===== config.mk =====
export PLATFORM = sky130hd
export DESIGN_NAME = row_open_timer
export DESIGN_NICKNAME = d
export VERILOG_FILES = /design/src/rtl/rot_pkg.sv /design/src/rtl/rot_cmd_decode.sv /design/src/rtl/rot_min_timer.sv /design/src/rtl/rot_max_timer.sv /design/src/rtl/row_open_timer.sv
export SDC_FILE = /design/constraint.sdc
export NUM_CORES = 1
export LEC_CHECK = 0
export BUFFER_PORTS_ARGS = -buffer_cell sky130_fd_sc_hd__clkbuf_2
export CORE_MARGIN = 2
export CORE_UTILIZATION = 35
export CTS_BUF_LIST = sky130_fd_sc_hd__clkbuf_8
export DETAILED_ROUTE_END_ITERATION = 6
export GPL_TIMING_DRIVEN = 0
export PLACE_DENSITY = 0.63
export SLEW_MARGIN = 30
export SYNTH_ARGS = -nofsm -noshare
export SYNTH_HDL_FRONTEND = slang
export SYNTH_SLANG_ARGS = --single-unit

===== constraint.sdc =====
create_clock -name clk -period 4.5 [get_ports clk]
set_clock_uncertainty 0.05 [all_clocks]
set_input_delay 0.45 -clock clk [delete_from_list [all_inputs] [get_ports clk]]
set_output_delay 0.45 -clock clk [all_outputs]
set_load 0.02 [all_outputs]

===== src/rtl/rot_pkg.sv =====
package rot_pkg;

  // smallest legal minimum-open code; smaller codes are clamped up to it
  localparam int unsigned ROT_MIN_LEGAL = 4;

  // one microsecond tick count that forces a close
  localparam int unsigned ROT_MAX_TICKS = 120;

  function automatic int unsigned rot_clamp(input int unsigned code,
                                            input int unsigned floor_v);
    return (code < floor_v) ? floor_v : code;
  endfunction

endpackage


===== src/rtl/rot_cmd_decode.sv =====
module rot_cmd_decode #(
  parameter int unsigned NUM_RANKS      = 4,
  parameter int unsigned BANKS_PER_RANK = 4,
  parameter int unsigned RW             = 2,
  parameter int unsigned BW             = 2,
  localparam int unsigned NB            = NUM_RANKS * BANKS_PER_RANK
) (
  input  logic          act_valid,
  input  logic [RW-1:0] act_rank,
  input  logic [BW-1:0] act_bank,
  input  logic          pre_valid,
  input  logic [RW-1:0] pre_rank,
  input  logic [BW-1:0] pre_bank,
  input  logic          pall_valid,
  input  logic [RW-1:0] pall_rank,
  output logic [NB-1:0] act_hit,
  output logic [NB-1:0] close_hit
);

  for (genvar r = 0; r < NUM_RANKS; r++) begin : g_rank
    logic rank_all;
    assign rank_all = pall_valid && (pall_rank == RW'(r));
    for (genvar b = 0; b < BANKS_PER_RANK; b++) begin : g_bank
      localparam int unsigned IDX = r * BANKS_PER_RANK + b;
      assign act_hit[IDX]   = act_valid && (act_rank == RW'(r)) && (act_bank == BW'(b));
      assign close_hit[IDX] = rank_all ||
                              (pre_valid && (pre_rank == RW'(r)) && (pre_bank == BW'(b)));
    end
  end

endmodule


===== src/rtl/rot_min_timer.sv =====
module rot_min_timer #(
  parameter int unsigned CW = 4
) (
  input  logic          clk,
  input  logic          rst_n,
  input  logic          act_hit,
  input  logic [CW-1:0] min_clks,
  output logic          pre_ok
);

  localparam logic [CW-1:0] SAT = '1;

  logic [CW-1:0] cnt_q, cnt_d;
  logic          cnt_en;

  // restart on activate, otherwise count up and hold at saturation
  always_comb begin
    cnt_en = act_hit || (cnt_q != SAT);
    cnt_d  = act_hit ? '0 : cnt_q + 1'b1;
  end

  always_ff @(posedge clk or negedge rst_n) begin
    if (!rst_n)      cnt_q <= SAT;
    else if (cnt_en) cnt_q <= cnt_d;
  end

  assign pre_ok = (cnt_q >= min_clks);

  // an activate always blocks precharge on the following cycle
  assert_min_restart_R3: assert property (@(posedge clk) disable iff (!rst_n)
    act_hit |=> !pre_ok);

endmodule


===== src/rtl/rot_max_timer.sv =====
module rot_max_timer #(
  parameter int unsigned MAX_TICKS = 120,
  parameter bit          MAX_EN    = 1'b1,
  localparam int unsigned TW       = $clog2(MAX_TICKS + 1)
) (
  input  logic clk,
  input  logic rst_n,
  input  logic act_hit,
  input  logic close_hit,
  input  logic tick,
  output logic open,
  output logic force_close
);

  logic open_q, open_d;

  // activate wins over a close on the same edge
  always_comb begin
    if (act_hit)        open_d = 1'b1;
    else if (close_hit) open_d = 1'b0;
    else                open_d = open_q;
  end

  always_ff @(posedge clk or negedge rst_n) begin
    if (!rst_n) open_q <= 1'b0;
    else        open_q <= open_d;
  end

  assign open = open_q;

  if (MAX_EN) begin : g_max
    localparam logic [TW-1:0] LIMIT = TW'(MAX_TICKS);

    logic [TW-1:0] tcnt_q, tcnt_d;
    logic          frc_q, frc_d;
    logic          step, tcnt_en, frc_en;

    always_comb begin
      step    = open_q && tick && (tcnt_q != LIMIT);
      tcnt_en = act_hit || close_hit || step;
      tcnt_d  = (act_hit || close_hit) ? '0 : tcnt_q + 1'b1;
      frc_en  = act_hit || close_hit || (step && (tcnt_q == LIMIT - 1'b1));
      frc_d   = !(act_hit || close_hit);
    end

    always_ff @(posedge clk or negedge rst_n) begin
      if (!rst_n) begin
        tcnt_q <= '0;
        frc_q  <= 1'b0;
      end else begin
        if (tcnt_en) tcnt_q <= tcnt_d;
        if (frc_en)  frc_q  <= frc_d;
      end
    end

    assign force_close = frc_q;

    assert_tick_bound_R6: assert property (@(posedge clk) disable iff (!rst_n)
      tcnt_q <= LIMIT);

    assert_force_full_R6: assert property (@(posedge clk) disable iff (!rst_n)
      frc_q |-> (tcnt_q == LIMIT));

  end else begin : g_nomax
    assign force_close = 1'b0;
  end

  assert_force_open_R6: assert property (@(posedge clk) disable iff (!rst_n)
    force_close |-> open_q);

  assert_close_clears_R8: assert property (@(posedge clk) disable iff (!rst_n)
    (close_hit && !act_hit) |=> (!open_q && !force_close));

  assert_act_opens_R2: assert property (@(posedge clk) disable iff (!rst_n)
    act_hit |=> (open_q && !force_close));

endmodule


===== src/rtl/row_open_timer.sv =====
module row_open_timer
  import rot_pkg::*;
#(
  parameter int unsigned NUM_RANKS      = 4,
  parameter int unsigned BANKS_PER_RANK = 4,
  parameter int unsigned CODE_W         = 4,
  parameter int unsigned MIN_LEGAL      = ROT_MIN_LEGAL,
  parameter int unsigned MAX_TICKS      = ROT_MAX_TICKS,
  parameter bit          MAX_EN         = 1'b1,
  localparam int unsigned NB            = NUM_RANKS * BANKS_PER_RANK,
  localparam int unsigned RW            = (NUM_RANKS > 1) ? $clog2(NUM_RANKS) : 1,
  localparam int unsigned BW            = (BANKS_PER_RANK > 1) ? $clog2(BANKS_PER_RANK) : 1
) (
  input  logic              clk,
  input  logic              rst_n,
  input  logic              act_valid,
  input  logic [RW-1:0]     act_rank,
  input  logic [BW-1:0]     act_bank,
  input  logic              pre_valid,
  input  logic [RW-1:0]     pre_rank,
  input  logic [BW-1:0]     pre_bank,
  input  logic              pall_valid,
  input  logic [RW-1:0]     pall_rank,
  input  logic [CODE_W-1:0] min_open_code,
  input  logic              us_tick,
  output logic [NB-1:0]     bank_open,
  output logic [NB-1:0]     pre_ok,
  output logic [NB-1:0]     force_close,
  output logic              act_err
);

  logic [NB-1:0]     act_hit, close_hit;
  logic [CODE_W-1:0] min_eff;
  logic              err_d, err_q;

  // reserved low codes are raised to the legal floor, never shortened
  assign min_eff = CODE_W'(rot_clamp(int'(min_open_code), MIN_LEGAL));

  rot_cmd_decode #(
    .NUM_RANKS      (NUM_RANKS),
    .BANKS_PER_RANK (BANKS_PER_RANK),
    .RW             (RW),
    .BW             (BW)
  ) u_decode (
    .act_valid  (act_valid),
    .act_rank   (act_rank),
    .act_bank   (act_bank),
    .pre_valid  (pre_valid),
    .pre_rank   (pre_rank),
    .pre_bank   (pre_bank),
    .pall_valid (pall_valid),
    .pall_rank  (pall_rank),
    .act_hit    (act_hit),
    .close_hit  (close_hit)
  );

  for (genvar i = 0; i < NB; i++) begin : g_bank
    rot_min_timer #(
      .CW (CODE_W)
    ) u_min (
      .clk      (clk),
      .rst_n    (rst_n),
      .act_hit  (act_hit[i]),
      .min_clks (min_eff),
      .pre_ok   (pre_ok[i])
    );

    rot_max_timer #(
      .MAX_TICKS (MAX_TICKS),
      .MAX_EN    (MAX_EN)
    ) u_max (
      .clk         (clk),
      .rst_n       (rst_n),
      .act_hit     (act_hit[i]),
      .close_hit   (close_hit[i]),
      .tick        (us_tick),
      .open        (bank_open[i]),
      .force_close (force_close[i])
    );
  end

  // protocol error: activate landing on a row that is still open
  assign err_d = |(act_hit & bank_open);

  always_ff @(posedge clk or negedge rst_n) begin
    if (!rst_n) err_q <= 1'b0;
    else        err_q <= err_d;
  end

  assign act_err = err_q;

  assert_act_onehot_R2: assert property (@(posedge clk) disable iff (!rst_n)
    $onehot0(act_hit));

  assert_err_cause_R10: assert property (@(posedge clk) disable iff (!rst_n)
    act_err |-> $past(act_valid));

endmodule


After elaboration in Yosys (flattened, before gate mapping)
Index checks and enable logic that the tools add are counted.

Multipliers: 0. Shifts and indexed selects: 0. $lt $le $gt $ge: 17. Bitwise gates (word level): 1. Equal/unequal tests: 63. Div/mod/pow operators: 0. Add/subtract/negate cells: 32. Reductions and logical operators: 210. Mux-type cells: 65.

Operators by type and width (number): adder 7 x 1 -> 7 bit (second input constant) (16); == test 7 bit (second input constant) (16); 2-to-1 mux 7 bit (16); != test 7 bit (second input constant) (16); logical AND 1 bit (92); logical OR 1 bit (80); 2-to-1 mux 4 bit (17); adder 4 x 1 -> 4 bit (second input constant) (16); greater-or-equal comparator 4 bit (16); != test 4 bit (second input constant) (16); 2-to-1 mux 1 bit (32); nonzero test 2 bit (16); == test 2 bit (second input constant) (10); AND 16 bit (1); logical NOT 1 bit (16); OR reduction 16 bit (1); == test 2 x 1 -> 1 bit (second input constant) (5); logical NOT 2 bit (5); < comparator 4 x 3 -> 1 bit (second input constant) (1).

Memory bits (writable): 0. Output and inout bits: 49. Bits in latches: 0. Bits in registers: 209. Memory bits (read-only): 0. Word-level logic and storage cells: 453. Memories kept: 0.

Logic depth before layout (Yosys ltp)
Word-level depth: 6. Gate-level depth with buffers: 7.

Modules after synthesis
From an unflattened synthesis, not the netlist that was laid out.

Cell total of the unflattened synthesis: 1361. Area total of the unflattened synthesis: 12703.4 µm².

By module, submodules not included: rot_max_timer (seq. area each 225.2 µm², area each 478.0 µm², times used 16, cells each 50); rot_min_timer (seq. area each 105.1 µm², area each 289.0 µm², times used 16, cells each 31); rot_cmd_decode (seq. area each 0.0 µm², area each 280.3 µm², times used 1, cells each 51); row_open_timer (seq. area each 25.0 µm², area each 151.4 µm², times used 1, cells each 14).

Worst setup path before layout
OpenSTA, ideal clock, no wires.

Path kind: input port to output port. Start: in min_open_code[3]. End: out pre_ok[0]. Cell stages on the path: 6. Arrival: 2.561 ns. Setup slack: 1.439 ns. Path through: o21ai_0 > ha_1 > a21o_1 > a21o_1 > a21o_1 > buf_4.

Word-level cells in the longest chain between the ends: 3.

RTL lines: start: declaration (RTL line row_open_timer.sv:24) `input logic [CODE_W-1:0] min_open_code,`; < comparator 4 x 3 -> 1 bit (RTL line rot_pkg.sv:11) `return (code < floor_v) ? floor_v : code;`; 2-to-1 mux 4 bit (*) (RTL line rot_pkg.sv:11); greater-or-equal comparator 4 bit (*) (RTL line rot_min_timer.sv:27) `assign pre_ok = (cnt_q >= min_clks);`; end: declaration (RTL line row_open_timer.sv:27) `output logic [NB-1:0] pre_ok,`.

Mark *: on every way between the ends. The rest lies on a longest branch, timed or not.

Worst setup path after layout
Start: in min_open_code[2]. End: out pre_ok[12].

Same word-level chain as after synthesis.

==> results.toml <==
[synthesis]
synth_top_family_by_area = "simple AND/OR/NAND/NOR gates"
yosys.area.top_type_share = 0.290
syn-num-nets = 1428
avgSynthCellArea_um2 = 9.67
synth_edf_count = 0
yosysTopAreaCell = "dfrtp_1"
yosysWarnings = 0
synth.mux.area_fraction = 0.0307
yosys.area_share.adder = 0.112
ys.flop_type = "dfrtp_1"
syn_area_mm2 = 0.0125
synth-compound-area-share = 0.0904
yosysSeqAreaShare = 0.424
synthCells = 1296
async_reset_ff_frac = 1.00
synth.area.top_cells = "dfrtp_1, dfstp_2, ha_1"
ys_types = 54
synthXorXnorAreaFrac = 0.0671
ys_ff_latch = 209
synthSimpleGateAreaFrac = 0.212

[layout]
synthToLayoutAreaGrowth_pct = 14.3
drive_above_1_share = 0.197
final_net_count = 1541
final_common_cell = "nor2_1"
fin_area_mm2 = 0.0143
final_cell_mix = "nor2_1, dfrtp_1, ha_1, inv_1, nand2_1"

[floorplanning]
fp.dieW_um = 193
coreArea_mm2 = 0.0354
ios = 69
core.rowCount = 69
start_util = 0.354
die_area_mm2 = 0.0373
fp.dieH_um = 193

[placed_design]
dpl.hpwl_mm = 20.0
io_buffers = 68
placed_area_mm2 = 0.0136
place_ws_ns = 1.27
gp_congestion = 0.815

[clock_network]
cts_resized = 0
post_cts_buffers = 0
cts_hold_buf = 1
clk_path_buf_depth = 3
cts_sinks = 209
htreeDepth = 2
path_clk_slew_ns = 0.06
clk_latency_ns = 0.54
numCtsBuffers = 38
cts_tree = "built"
cts_root_buf = "clkbuf_8"

[status]
status = "finished clean"

[pwr]
p_per_area_mw_per_mm2 = 510
p_comb_frac = 0.339
p_switching_mw = 2.59
leakagePower_nw = 7.09
peakVddDrop_v = 0.000394
swShare = 0.355
pwr-share-clk = 0.237
p_seq_frac = 0.424
p_total_mw = 7.30
internal-power_mw = 4.71

[timing]
max_freq_mhz = 314
final_hold_viol_count = 0
slew_violations = 0
tightest_slew_ns = 0.898
fin_crit_sh = 0.707
relSlewSlack = 0.401
setup_viol = 0
fin_tns_setup_ns = 0
rsz0062_at_grt = "false"
finalCriticalPeriod_ns = 3.18
worst_slack_ns = 1.32
fin_hold_ws_ns = 0.258

[global_route]
grt_pass1_vias = 9460
grt_pass1_wl_mm = 47.4
grt_max_degree = 71
globalRouteOverflowTotal = 0
grtUsageTotal = 0.157
antenna_found_initial = 6

[setup_path]
crit_path_end_kind = "output pin"
r2r_start = "g_bank[15].u_max.g_max.tcnt_q[1]$_DFFE_PN0P_"
worstPathMaxFanout = 16
start_kind = "primary input"
crit_required_ns = 4.00
timing_worst_setup_path_type = "in -> out"
reg2reg_depth = 6
crit_path_start = "min_open_code[2]"
critical_path_arrival_ns = 2.68

[drt]
ant_nets = 0
vias_per_cell = 4.99
dr_total_vias = 9496
wl_mm = 28.2
route.detailed.drc = 0
first_pass_iters = 5
drt_iter0_markers = 449
wl_per_cell_um = 14.8

[worst_hold_path]
worstHoldStart = "act_valid"
whs_path_depth = 3
hold_class = "in -> reg"

[job]
max_cap_viol_count = 0
-- critical path: stages --
cell      delay (ns)
clkbuf_2        0.15
o21a_1          0.73
ha_1            0.36
nand2b_1        0.14
a21o_1          0.18
a21o_1          0.17
a21o_1          0.20
buf_4           0.14
clkbuf_2        0.14
-- state kept, by name (all words and copies together), names as in the netlist --
signal,flops
g_bank.u_max.g_max.tcnt_q,112
g_bank.u_min.cnt_q,64
g_bank.u_max.force_close,16
g_bank.u_max.open,16
act_err,1
-- power by group through the flow --
stage	logic, mW	registers (mW)	clock network [mW]
2_1_floorplan	1.97	2.97	0
3_3_place_gp	2.37	3.09	0
3_5_place_dp	2.50	3.12	0
4_1_cts	2.53	3.09	1.79
5_1_grt	2.90	3.19	1.87
6_report	2.48	3.10	1.73
-- synth_stat cells, types with 2 or more instances --
master,number
nor2_1,214
dfrtp_1,145
ha_1,112
inv_1,75
nand2_1,71
dfstp_2,64
nand3_1,61
buf_4,52
xnor2_1,51
a21o_1,48
nor3_1,48
xor2_1,45
mux2i_1,35
a21oi_1,33
nand4_1,26
and4_1,25
nand2b_1,19
nor3b_1,19
buf_2,18
a31oi_1,16
and4b_1,13
o22ai_1,13
a211o_1,12
a211oi_1,10
a31o_2,10
and3_1,8
and2_1,7
o21bai_1,4
a311o_1,3
buf_6,3
nor2b_1,3
o31ai_1,3
a22oi_1,2
and3b_1,2
clkbuf_1,2
nand4b_1,2
nor2_4,2
o311ai_1,2
or3_1,2
or3b_2,2
-- worst paths after layout --
path                                                                 to  slack [ns]
setup / recovery                                             pre_ok[12]        1.32
hold / removal                                        act_err$_DFF_PN0_        0.26
setup reg to reg           g_bank[15].u_max.g_max.tcnt_q[1]$_DFFE_PN0P_        2.87
hold reg to reg                g_bank[10].u_max.force_close$_DFFE_PN0P_        0.46
max in group asynchronous          g_bank[1].u_min.cnt_q[1]$_DFFE_PN1P_        3.10
min in group asynchronous       g_bank[2].u_max.force_close$_DFFE_PN0P_        0.30
-- final cells by class --
class	count	area, um2
Fill cell	3490	21100
Multi-Input combinational cell	937	6430
Sequential cell	209	5310
Clock buffer	47	647
Tap cell	461	577
Buffer	75	522
Timing Repair Buffer	73	457
Inverter	75	282
Clock inverter	20	81.3
Antenna cell	5	12.5
-- layer usage --
metal,GRT usage,up-vias,wire (um)
met2,0.250,180,12700
li1,-,4702,-
met1,0.211,4558,13000
met5,0,-,29
met3,0.0413,52,1820
met4,0.0466,4,616
-- kinds of logic after synthesis --
family,after synthesis
AO/OA/AOI/OAI,161
XOR/XNOR,96
adder cells (fa/ha/maj),112
buffers and inverters,150
flip-flops,209
multiplexers,37
AND/OR/NAND/NOR,531
-- per-stage QoR --
stage / utilization / std cells
after global routing: 0.404 / 1899
after global placement: 0.380 / 1825
final: 0.405 / 1902
after CTS: 0.404 / 1897
after detailed placement: 0.383 / 1829
after floorplan: - / 1296
No activity file was read; power rests on OpenSTA's default activity.
